===== config.mk =====
export PLATFORM = sky130hd
export DESIGN_NAME = lli_dma_engine
export DESIGN_NICKNAME = d
export VERILOG_FILES = /design/src/rtl/lli_dma_pkg.sv /design/src/rtl/lli_mem_if.sv /design/src/rtl/lli_desc_regs.sv /design/src/rtl/lli_dma_fsm.sv /design/src/rtl/lli_dma_engine.sv
export SDC_FILE = /design/constraint.sdc
export NUM_CORES = 1
export LEC_CHECK = 0
export ABC_AREA = 1
export BUFFER_PORTS_ARGS = -buffer_cell sky130_fd_sc_hd__buf_2
export CELL_PAD_IN_SITES_DETAIL_PLACEMENT = 1
export CELL_PAD_IN_SITES_GLOBAL_PLACEMENT = 2
export CORE_ASPECT_RATIO = 1.1
export CORE_MARGIN = 2
export CORE_UTILIZATION = 35
export DETAILED_ROUTE_END_ITERATION = 7
export PLACE_DENSITY_LB_ADDON = 0.1
export SLEW_MARGIN = 20
export SYNTH_ARGS = -nofsm -noshare
export SYNTH_HDL_FRONTEND = slang
export SYNTH_SLANG_ARGS = --single-unit

===== constraint.sdc =====
create_clock -name clk -period 3.2 [get_ports clk]
set_clock_uncertainty 0.1 [all_clocks]
set_input_delay 0.48 -clock clk [delete_from_list [all_inputs] [get_ports clk]]
set_output_delay 0.48 -clock clk [all_outputs]
set_load 0.1 [all_outputs]

===== src/rtl/lli_dma_pkg.sv =====
package lli_dma_pkg;

   typedef enum logic [2:0] {
      ST_IDLE,
      ST_FETCH,
      ST_CLEAR,
      ST_RD,
      ST_WR,
      ST_WBACK,
      ST_NEXT
   } dma_state_e;

   localparam int unsigned DESC_WORDS = 5;
   localparam int unsigned W_SRC      = 0;
   localparam int unsigned W_DST      = 1;
   localparam int unsigned W_CTLA     = 2;
   localparam int unsigned W_CTLB     = 3;
   localparam int unsigned W_NEXT     = 4;
   localparam int unsigned IDX_W      = 3;

endpackage


===== src/rtl/lli_mem_if.sv =====
module lli_mem_if #(
   parameter int unsigned ADDR_W = 32,
   parameter int unsigned DATA_W = 32
) (
   input  logic              clk,
   input  logic              rst_n,
   input  logic              cmd_valid,
   input  logic              cmd_we,
   input  logic [ADDR_W-1:0] cmd_addr,
   input  logic [DATA_W-1:0] cmd_wdata,
   output logic              op_done,
   output logic [DATA_W-1:0] op_rdata,
   output logic              mem_req,
   output logic              mem_we,
   output logic [ADDR_W-1:0] mem_addr,
   output logic [DATA_W-1:0] mem_wdata,
   input  logic              mem_gnt,
   input  logic              mem_rvalid,
   input  logic [DATA_W-1:0] mem_rdata
);

   logic pend_q;

   assign mem_req   = cmd_valid & ~pend_q;
   assign mem_we    = cmd_we;
   assign mem_addr  = cmd_addr;
   assign mem_wdata = cmd_wdata;
   assign op_rdata  = mem_rdata;
   assign op_done   = (mem_req & mem_gnt & cmd_we) | (pend_q & mem_rvalid);

   always_ff @(posedge clk or negedge rst_n) begin
      if (!rst_n) begin
         pend_q <= 1'b0;
      end else if (mem_req && mem_gnt && !cmd_we) begin
         pend_q <= 1'b1;
      end else if (pend_q && mem_rvalid) begin
         pend_q <= 1'b0;
      end
   end

endmodule


===== src/rtl/lli_desc_regs.sv =====
module lli_desc_regs
   import lli_dma_pkg::*;
#(
   parameter int unsigned ADDR_W = 32,
   parameter int unsigned DATA_W = 32,
   parameter int unsigned STEP   = 4
) (
   input  logic              clk,
   input  logic              rst_n,
   input  logic              ld_en,
   input  logic [IDX_W-1:0]  ld_idx,
   input  logic [DATA_W-1:0] ld_data,
   input  logic              ld_dst_en,
   input  logic              src_step,
   input  logic              dst_step,
   output logic [ADDR_W-1:0] src_q,
   output logic [ADDR_W-1:0] dst_q,
   output logic [DATA_W-1:0] ctla_q,
   output logic [ADDR_W-1:0] next_q
);

   localparam logic [ADDR_W-1:0] STEP_A = ADDR_W'(STEP);

   logic hit_src, hit_dst, hit_ctla, hit_next;

   assign hit_src  = ld_en && (ld_idx == IDX_W'(W_SRC));
   assign hit_dst  = ld_en && ld_dst_en && (ld_idx == IDX_W'(W_DST));
   assign hit_ctla = ld_en && (ld_idx == IDX_W'(W_CTLA));
   assign hit_next = ld_en && (ld_idx == IDX_W'(W_NEXT));

   always_ff @(posedge clk or negedge rst_n) begin
      if (!rst_n) begin
         src_q <= '0;
      end else if (hit_src) begin
         src_q <= ld_data[ADDR_W-1:0];
      end else if (src_step) begin
         src_q <= src_q + STEP_A;
      end
   end

   always_ff @(posedge clk or negedge rst_n) begin
      if (!rst_n) begin
         dst_q <= '0;
      end else if (hit_dst) begin
         dst_q <= ld_data[ADDR_W-1:0];
      end else if (dst_step) begin
         dst_q <= dst_q + STEP_A;
      end
   end

   always_ff @(posedge clk or negedge rst_n) begin
      if (!rst_n) begin
         ctla_q <= '0;
         next_q <= '0;
      end else begin
         if (hit_ctla) ctla_q <= ld_data;
         if (hit_next) next_q <= ld_data[ADDR_W-1:0];
      end
   end

endmodule


===== src/rtl/lli_dma_fsm.sv =====
module lli_dma_fsm
   import lli_dma_pkg::*;
#(
   parameter int unsigned ADDR_W   = 32,
   parameter int unsigned DATA_W   = 32,
   parameter int unsigned SIZE_W   = 16,
   parameter int unsigned DONE_BIT = 31,
   parameter int unsigned STEP     = 4
) (
   input  logic              clk,
   input  logic              rst_n,
   input  logic              start_i,
   input  logic [ADDR_W-1:0] first_desc_i,
   output logic              cmd_valid,
   output logic              cmd_we,
   output logic [ADDR_W-1:0] cmd_addr,
   output logic [DATA_W-1:0] cmd_wdata,
   input  logic              op_done,
   input  logic [DATA_W-1:0] op_rdata,
   output logic              ld_en,
   output logic [IDX_W-1:0]  ld_idx,
   output logic              ld_dst_en,
   output logic              src_step,
   output logic              dst_step,
   input  logic [ADDR_W-1:0] src_q,
   input  logic [ADDR_W-1:0] dst_q,
   input  logic [DATA_W-1:0] ctla_q,
   input  logic [ADDR_W-1:0] next_q,
   output logic              buf_irq,
   output logic              chain_done,
   output logic              busy
);

   localparam logic [ADDR_W-1:0] STEP_A   = ADDR_W'(STEP);
   localparam logic [ADDR_W-1:0] CTLA_OFS = ADDR_W'(W_CTLA * STEP);
   localparam logic [IDX_W-1:0]  IDX_LAST = IDX_W'(DESC_WORDS - 1);

   dma_state_e        state_q;
   logic [IDX_W-1:0]  idx_q;
   logic [ADDR_W-1:0] base_q;
   logic              first_q;
   logic [SIZE_W-1:0] cnt_q;
   logic [DATA_W-1:0] hold_q;
   logic              done_q;

   logic [SIZE_W-1:0] size_w;
   logic              last_word;
   logic [DATA_W-1:0] clr_word;
   logic [DATA_W-1:0] wb_word;

   assign size_w    = ctla_q[SIZE_W-1:0];
   assign last_word = (cnt_q + 1'b1) == size_w;

   always_comb begin
      clr_word           = ctla_q;
      clr_word[DONE_BIT] = 1'b0;
      wb_word            = ctla_q;
      wb_word[DONE_BIT]  = 1'b1;
      wb_word[SIZE_W-1:0] = cnt_q;
   end

   always_comb begin
      cmd_valid = 1'b0;
      cmd_we    = 1'b0;
      cmd_addr  = base_q;
      cmd_wdata = '0;
      unique case (state_q)
         ST_FETCH: begin
            cmd_valid = 1'b1;
            cmd_addr  = base_q + ADDR_W'(idx_q) * STEP_A;
         end
         ST_CLEAR: begin
            cmd_valid = 1'b1;
            cmd_we    = 1'b1;
            cmd_addr  = base_q + CTLA_OFS;
            cmd_wdata = clr_word;
         end
         ST_RD: begin
            cmd_valid = 1'b1;
            cmd_addr  = src_q;
         end
         ST_WR: begin
            cmd_valid = 1'b1;
            cmd_we    = 1'b1;
            cmd_addr  = dst_q;
            cmd_wdata = hold_q;
         end
         ST_WBACK: begin
            cmd_valid = 1'b1;
            cmd_we    = 1'b1;
            cmd_addr  = base_q + CTLA_OFS;
            cmd_wdata = wb_word;
         end
         default: ;
      endcase
   end

   assign ld_en      = (state_q == ST_FETCH) && op_done;
   assign ld_idx     = idx_q;
   assign ld_dst_en  = first_q;
   assign src_step   = (state_q == ST_RD) && op_done;
   assign dst_step   = (state_q == ST_WR) && op_done;
   assign buf_irq    = (state_q == ST_NEXT);
   assign busy       = (state_q != ST_IDLE);
   assign chain_done = done_q;

   always_ff @(posedge clk or negedge rst_n) begin
      if (!rst_n) begin
         state_q <= ST_IDLE;
         idx_q   <= '0;
         base_q  <= '0;
         first_q <= 1'b0;
         cnt_q   <= '0;
         hold_q  <= '0;
         done_q  <= 1'b0;
      end else begin
         unique case (state_q)
            ST_IDLE: begin
               if (start_i) begin
                  base_q  <= first_desc_i;
                  idx_q   <= '0;
                  first_q <= 1'b1;
                  done_q  <= 1'b0;
                  state_q <= ST_FETCH;
               end
            end
            ST_FETCH: begin
               if (op_done) begin
                  if (idx_q == IDX_LAST) begin
                     idx_q   <= '0;
                     state_q <= ST_CLEAR;
                  end else begin
                     idx_q <= idx_q + 1'b1;
                  end
               end
            end
            ST_CLEAR: begin
               if (op_done) begin
                  first_q <= 1'b0;
                  cnt_q   <= '0;
                  state_q <= (size_w == '0) ? ST_WBACK : ST_RD;
               end
            end
            ST_RD: begin
               if (op_done) begin
                  hold_q  <= op_rdata;
                  state_q <= ST_WR;
               end
            end
            ST_WR: begin
               if (op_done) begin
                  cnt_q   <= cnt_q + 1'b1;
                  state_q <= last_word ? ST_WBACK : ST_RD;
               end
            end
            ST_WBACK: begin
               if (op_done) state_q <= ST_NEXT;
            end
            ST_NEXT: begin
               if (next_q == '0) begin
                  done_q  <= 1'b1;
                  state_q <= ST_IDLE;
               end else begin
                  base_q  <= next_q;
                  state_q <= ST_FETCH;
               end
            end
            default: state_q <= ST_IDLE;
         endcase
      end
   end

endmodule


===== src/rtl/lli_dma_engine.sv =====
module lli_dma_engine
   import lli_dma_pkg::*;
#(
   parameter int unsigned ADDR_W    = 32,
   parameter int unsigned DATA_W    = 32,
   parameter int unsigned SIZE_W    = 16,
   parameter int unsigned DONE_BIT  = 31,
   parameter bit          BYTE_ADDR = 1'b1
) (
   input  logic              clk,
   input  logic              rst_n,
   input  logic              start_i,
   input  logic [ADDR_W-1:0] first_desc_i,
   output logic              mem_req_o,
   output logic              mem_we_o,
   output logic [ADDR_W-1:0] mem_addr_o,
   output logic [DATA_W-1:0] mem_wdata_o,
   input  logic              mem_gnt_i,
   input  logic              mem_rvalid_i,
   input  logic [DATA_W-1:0] mem_rdata_i,
   output logic              buf_irq_o,
   output logic              chain_done_o,
   output logic              busy_o
);

   localparam int unsigned STEP = BYTE_ADDR ? (DATA_W / 8) : 1;

   if (ADDR_W > DATA_W) begin : g_chk_addr
      $error("address width must fit in one descriptor word");
   end
   if (SIZE_W >= DONE_BIT + 1 || DONE_BIT >= DATA_W) begin : g_chk_fields
      $error("length field and completion flag must be disjoint and inside a word");
   end
   if (BYTE_ADDR && (DATA_W % 8 != 0)) begin : g_chk_bytes
      $error("byte addressing needs a whole number of bytes per word");
   end

   logic              cmd_valid, cmd_we, op_done;
   logic [ADDR_W-1:0] cmd_addr;
   logic [DATA_W-1:0] cmd_wdata, op_rdata;
   logic              ld_en, ld_dst_en, src_step, dst_step;
   logic [IDX_W-1:0]  ld_idx;
   logic [ADDR_W-1:0] src_q, dst_q, next_q;
   logic [DATA_W-1:0] ctla_q;

   lli_mem_if #(
      .ADDR_W (ADDR_W),
      .DATA_W (DATA_W)
   ) u_mem_if (
      .clk        (clk),
      .rst_n      (rst_n),
      .cmd_valid  (cmd_valid),
      .cmd_we     (cmd_we),
      .cmd_addr   (cmd_addr),
      .cmd_wdata  (cmd_wdata),
      .op_done    (op_done),
      .op_rdata   (op_rdata),
      .mem_req    (mem_req_o),
      .mem_we     (mem_we_o),
      .mem_addr   (mem_addr_o),
      .mem_wdata  (mem_wdata_o),
      .mem_gnt    (mem_gnt_i),
      .mem_rvalid (mem_rvalid_i),
      .mem_rdata  (mem_rdata_i)
   );

   lli_desc_regs #(
      .ADDR_W (ADDR_W),
      .DATA_W (DATA_W),
      .STEP   (STEP)
   ) u_regs (
      .clk       (clk),
      .rst_n     (rst_n),
      .ld_en     (ld_en),
      .ld_idx    (ld_idx),
      .ld_data   (op_rdata),
      .ld_dst_en (ld_dst_en),
      .src_step  (src_step),
      .dst_step  (dst_step),
      .src_q     (src_q),
      .dst_q     (dst_q),
      .ctla_q    (ctla_q),
      .next_q    (next_q)
   );

   lli_dma_fsm #(
      .ADDR_W   (ADDR_W),
      .DATA_W   (DATA_W),
      .SIZE_W   (SIZE_W),
      .DONE_BIT (DONE_BIT),
      .STEP     (STEP)
   ) u_fsm (
      .clk          (clk),
      .rst_n        (rst_n),
      .start_i      (start_i),
      .first_desc_i (first_desc_i),
      .cmd_valid    (cmd_valid),
      .cmd_we       (cmd_we),
      .cmd_addr     (cmd_addr),
      .cmd_wdata    (cmd_wdata),
      .op_done      (op_done),
      .op_rdata     (op_rdata),
      .ld_en        (ld_en),
      .ld_idx       (ld_idx),
      .ld_dst_en    (ld_dst_en),
      .src_step     (src_step),
      .dst_step     (dst_step),
      .src_q        (src_q),
      .dst_q        (dst_q),
      .ctla_q       (ctla_q),
      .next_q       (next_q),
      .buf_irq      (buf_irq_o),
      .chain_done   (chain_done_o),
      .busy         (busy_o)
   );

endmodule


# Yosys cells after proc, flatten, opt, wreduce, memory -nomap -nowiden
# Index checks and enable logic that the tools add are counted.
dict set report totals {
  reg_bits 216
  in_bits 69
  out_inout_bits 69
  elab_cells 114
}
dict set report op_classes {
  n_addsub 6
  n_eq_ne 19
  n_mux 37
  n_bitwise 6
  reduce_logical 34
}
# op count
set ops {}
lappend ops {{$mux W32} 6}
lappend ops {{$pmux W32 S4} 1}
lappend ops {{$pmux W32 S3} 1}
lappend ops {{$add A32 B3 Y32 const B} 2}
lappend ops {{$pmux W32 S2} 1}
lappend ops {{$mux W3} 12}
lappend ops {{$add A32 B4 Y32 const B} 1}
lappend ops {{$add A32 B5 Y32} 1}
lappend ops {{$logic_not A32 Y1} 1}
lappend ops {{$mux W16} 2}
lappend ops {{$pmux W16 S2} 1}
lappend ops {{$pmux W3 S7} 1}
lappend ops {{$add A16 B1 Y16 const B} 1}
lappend ops {{$eq A16 B16 Y1} 1}
lappend ops {{$logic_not A16 Y1} 1}
lappend ops {{$reduce_and A3 Y1} 5}
lappend ops {{$reduce_bool A2 Y1} 7}
lappend ops {{$eq A3 B3 Y1 const B} 4}
lappend ops {{$ne A2 B1 Y1 const B} 6}
lappend ops {{$logic_and A1 B1 Y1} 11}
lappend ops {{$eq A3 B2 Y1 const B} 3}
lappend ops {{$mux W1} 9}
lappend ops {{$reduce_and A7 Y1} 1}
lappend ops {{$eq A3 B1 Y1 const B} 2}
lappend ops {{other kinds (14)} 21}

# Logic depth before layout (Yosys ltp)
dict set report logic_depth {
  ltp_word 11
  ltp_mapped 16
  mapped_depth_nobuf 16
}

# By module
# Synthesis repeated with hierarchy kept, for this count alone.
dict set report unflattened {
  cells_unflattened 2222
  hier_area_um2 14859.3
}
# mod instances cells_each area_per_inst_um2 seq_area_each_um2
set by_module_without_submodules {}
lappend by_module_without_submodules {lli_dma_fsm 1 1178 7210.7 2202.1}
lappend by_module_without_submodules {lli_desc_regs 1 936 6850.3 3203.1}
lappend by_module_without_submodules {lli_mem_if 1 108 798.3 25.0}

# Least setup slack after synthesis
# OpenSTA, ideal clock, no wires.
dict set report synth_timing {
  path_kind {register to output}
  startpoint {reg u_fsm.state_q[2]}
  endpoint {out mem_addr_o[13]}
  t_arrival_ns 3.472
  t_required_ns 2.620
  setup_slack_ns -0.852
  path_stages_with_launch 9
  path_buffers 3
  cell_sequence {dfrtp_1 -> buf_4 -> inv_4 -> nand3_1 -> buf_2 -> nand2_1 -> clkbuf_1 -> a221oi_1 -> o21ai_0}
}
dict set report synth_between {
  elab_chain_cells 3
  word_cells_on_any_way 7
  cone_classes {eq/ne: 5; mux: 1; reduce/logical: 1}
}
# element line_no
set synth_rtl {}
lappend synth_rtl {{from (decl)} lli_dma_fsm.sv:38} ;# dma_state_e state_q;
lappend synth_rtl {{from (signal assigned)} lli_dma_fsm.sv:141} ;# state_q <= (size_w == '0) ? ST_WBACK : ST_RD;
lappend synth_rtl {{from (signal assigned)} lli_dma_fsm.sv:153} ;# state_q <= last_word ? ST_WBACK : ST_RD;
lappend synth_rtl {{$eq A3 B2 Y1 or $eq A3 B3 Y1 (tied branches)} lli_dma_fsm.sv:67} ;# unique case (state_q)
lappend synth_rtl {{$reduce_or A2 Y1 (no line)} n/a}
lappend synth_rtl {{$pmux W32 S4 (*)} lli_dma_fsm.sv:67}
lappend synth_rtl {{to (decl)} lli_dma_engine.sv:16} ;# output logic [ADDR_W-1:0] mem_addr_o,
# Every way passes the cells marked *; elsewhere a longest branch is shown, timed or not.

# Worst setup path in the final report
dict set report layout_timing {
  startpoint {reg u_fsm.base_q[2]}
  endpoint {out mem_addr_o[28]}
}
dict set report layout_between {
  elab_chain_cells 2
  word_cells_on_any_way 3
  cone_classes {add/sub: 2; mux: 1}
}
# element line_no
set layout_rtl {}
lappend layout_rtl {{from (decl)} lli_dma_fsm.sv:40} ;# logic [ADDR_W-1:0] base_q;
lappend layout_rtl {{from (signal assigned)} lli_dma_fsm.sv:120} ;# base_q <= first_desc_i;
lappend layout_rtl {{from (signal assigned)} lli_dma_fsm.sv:164} ;# base_q <= next_q;
lappend layout_rtl {{$add A32 B4 Y32 or $add A32 B5 Y32 (tied branches)} {lli_dma_fsm.sv:75, lli_dma_fsm.sv:91, lli_dma_fsm.sv:70}}
lappend layout_rtl {{$pmux W32 S4 (*)} lli_dma_fsm.sv:67}
# Marked as above.

==> results.toml <==
[status]
status = "finished with violations"
violations = "setup timing"

[grt]
grt_pass1_vias = 15034
grt_max_degree = 74
grt_antenna_before_repair = 0
grt.overflow.total = 0
grt_usage = 0.298
grt_pass1_wl_um = 91400

[clock_tree]
clkTransAtPathRegs_ns = 0.06
cts_tree = "done"
clk_latency_ns = 0.58
cts_made_buffers = 27
cts_buffer_depth = 3
htreeDepth = 1
cts.sinks = 216
clk_root_buffer_cell = "clkbuf_16"

[yosys]
ys_warn_count = 0
syn-cell-area_mm2 = 0.0137
synth_edf_count = 0
yosysUniqueCellTypes = 52
synthCells = 1878
syn_nets = 1959
synthTopCellsByArea = "dfrtp_1 (39%), nand2_1 (13%), inv_1 (6.5%)"
synthArstFlopShare = 1.00
avgSynthCellArea_um2 = 7.30
yosysMostFrequentCell = "nand2_1"
ys.flop_type = "dfrtp_1"
ys_seq_area_frac = 0.395
ys_ff_latch = 216
synth_top_cell_by_area = "dfrtp_1"
synth_top_area_frac = 0.395
synthTopCellsByCount = "nand2_1 (469), inv_1 (236), dfrtp_1 (216), o21ai_0 (173), nor2_1 (130)"

[route]
wl_um = 60500
num_vias = 14302
ant_nets = 0
drcViolationCount = 0
viasPerCell = 5.56
drt_iter0_markers = 843
drt_pass1_iterations = 5
wl_per_cell_um = 23.5

[cells_and_area]
fillers = 4756
areaGrowthSynthToFinish_pct = 29.1
fin_cells = 2574
fin_util = 0.455
nets = 2131
antennaDiodeCount = 0
layout-drive-gt1-share = 0.187

[floorplan]
initial_core_util = 0.352
die_x_um = 193
io_pins = 138
die_y_um = 212
core_mm2 = 0.0389
die_area_mm2 = 0.0407
rows = 76

[worst_setup_path]
path_class = "register to output port"
path_max_fanout = 4
startpoint_type = "register"
required_ns = 2.62
arrival_ns = 2.79
endpoint_kind = "output port"

[timing]
finalSetupViolations = 21
layout_min_cycle_time_ns = 3.37
max_freq_ghz = 0.297
fin_crit_sh = 1.05
maxSlewViolCount = 0
hold_viol = 0
rsz0062_at_grt = "true"
setup_tns_ns = -1.67
relSlewSlack = 0.446
worst_pin_slew_ns = 0.824
setup_ws_ns = -0.168
hold_ws_ns = 0.0631

[place]
hpwl_um = 45300
dp_cells = 2497
preCtsSetupSlack_ns = 0.0650
port_buffers = 137
routabilityCongestion = 0.943

[power_and_ir_drop]
ir_drop_v = 0.00132
powerDensity_mw_per_mm2 = 1230
leakagePower_nw = 7.81

[hold_path]
hp-class = "input port to register"

[flow_run]
cap_violations = 0
registers in the layout, summed over array words and instances (netlist names):
name and count:
u_fsm.base_q 32, u_fsm.chain_done 1, u_fsm.cnt_q 16, u_fsm.hold_q 32
u_fsm.ld_dst_en 1, u_fsm.ld_idx 3, u_fsm.state_q 3, u_mem_if.pend_q 1
u_regs.ctla_q 31, u_regs.dst_q 32, u_regs.next_q 32, u_regs.src_q 32
metrics by stage:
| stage | cell area [um^2] | total power [mW] |
|---|---|---|
| after floorplan | 13800 | 13.2 |
| after global placement | 16200 | 18.0 |
| after detailed placement | 16200 | 18.2 |
| after CTS | 17500 | 21.7 |
| after global routing | 17700 | 22.8 |
| final | 17700 | 21.7 |
cells in the final DEF (no fill, tap or decap), types with 12 or more instances in the layout:
cell,synthesis,routed
buf_12,0,66
o21ai_0,173,150
buf_2,29,73
a21oi_1,32,30
nor2_2,6,12
inv_1,236,226
nor2_1,130,115
o221ai_1,55,55
nor4_1,14,12
dfrtp_1,216,210
nand2_2,6,16
nand4_1,58,58
clkbuf_16,0,30
o211ai_1,47,47
buf_4,5,69
nand2_1,469,453
o21ai_1,32,47
nor3_1,37,33
nor2_4,3,12
inv_2,9,14
a22o_1,15,15
nand3_1,128,123
xor2_1,45,45
o22ai_1,16,16
critical path, stage by stage (launching register included):
cell	delay, ns
dfrtp_1	0.41
ha_4	0.16
fa_2	0.20
nand2_2	0.07
nand2_2	0.07
nand2_4	0.08
nor2_4	0.12
nand2_4	0.08
nor2_4	0.16
nand2_2	0.12
o21ai_0	0.16
nand2_1	0.08
o21ai_2	0.13
nor2_1	0.07
o21ai_2	0.10
buf_12	0.20
report_power, final:
group | total (mW) | internal, mW | switching (mW)
Clock | 3.08 | 1.79 | 1.29
Combinational | 13.5 | 4.28 | 9.22
Sequential | 5.11 | 3.87 | 1.24
timing repair:
action / 4_1_cts / 5_1_grt
endpoints found under the hold margin: 53 / 0
endpoints found under the setup margin: 41 / 32
pin swaps: 29 / 26
buffers inserted: 18 / 13
hold buffers: 1 / 0
resized for setup: 92 / 38
final timing paths:
check / end / slack (ns) / from / depth (start not counted)
hold reg to reg: u_regs.ctla_q[25] / 0.38 / u_regs.ctla_q[25] / 2
max in group asynchronous: u_regs.dst_q[20] / 1.83 / rst_n / 3
setup reg to reg: u_regs.src_q[22] / 0.33 / u_fsm.state_q[1] / 11
hold / removal: u_regs.src_q[21] / 0.06 / mem_rdata_i[21] / 3
setup / recovery: mem_addr_o[28] / -0.17 / u_fsm.base_q[2] / 15
min in group asynchronous: u_fsm.chain_done / 0.33 / rst_n / 2
routing by layer:
layer	track usage	part of all wire	vias to the layer above
met1	0.377	0.43	7093
met4	0.138	0.052	0
met3	0.0262	0.035	126
met5	0	0	-
met2	0.514	0.48	361
li1	-	-	6722
kinds of logic after synthesis:
logic type      after synthesis  synth area share
compound gates              409             0.189
xor+xnor                     48            0.0307
fa+ha+maj                    12            0.0115
buf+inv                     324            0.0941
flops                       216             0.395
simple gates                869             0.281
area by class of cell:
cell class,instances,area [um^2],area share
Clock buffer,40,795,0.0449
Clock inverter,6,72.6,0.00410
Inverter,246,945,0.0534
Multi-Input combinational cell,1338,7440,0.420
Sequential cell,216,5410,0.306
Tap cell,507,634,0.0359
Timing Repair Buffer,221,2390,0.135
No activity file was read; power rests on OpenSTA's default activity.
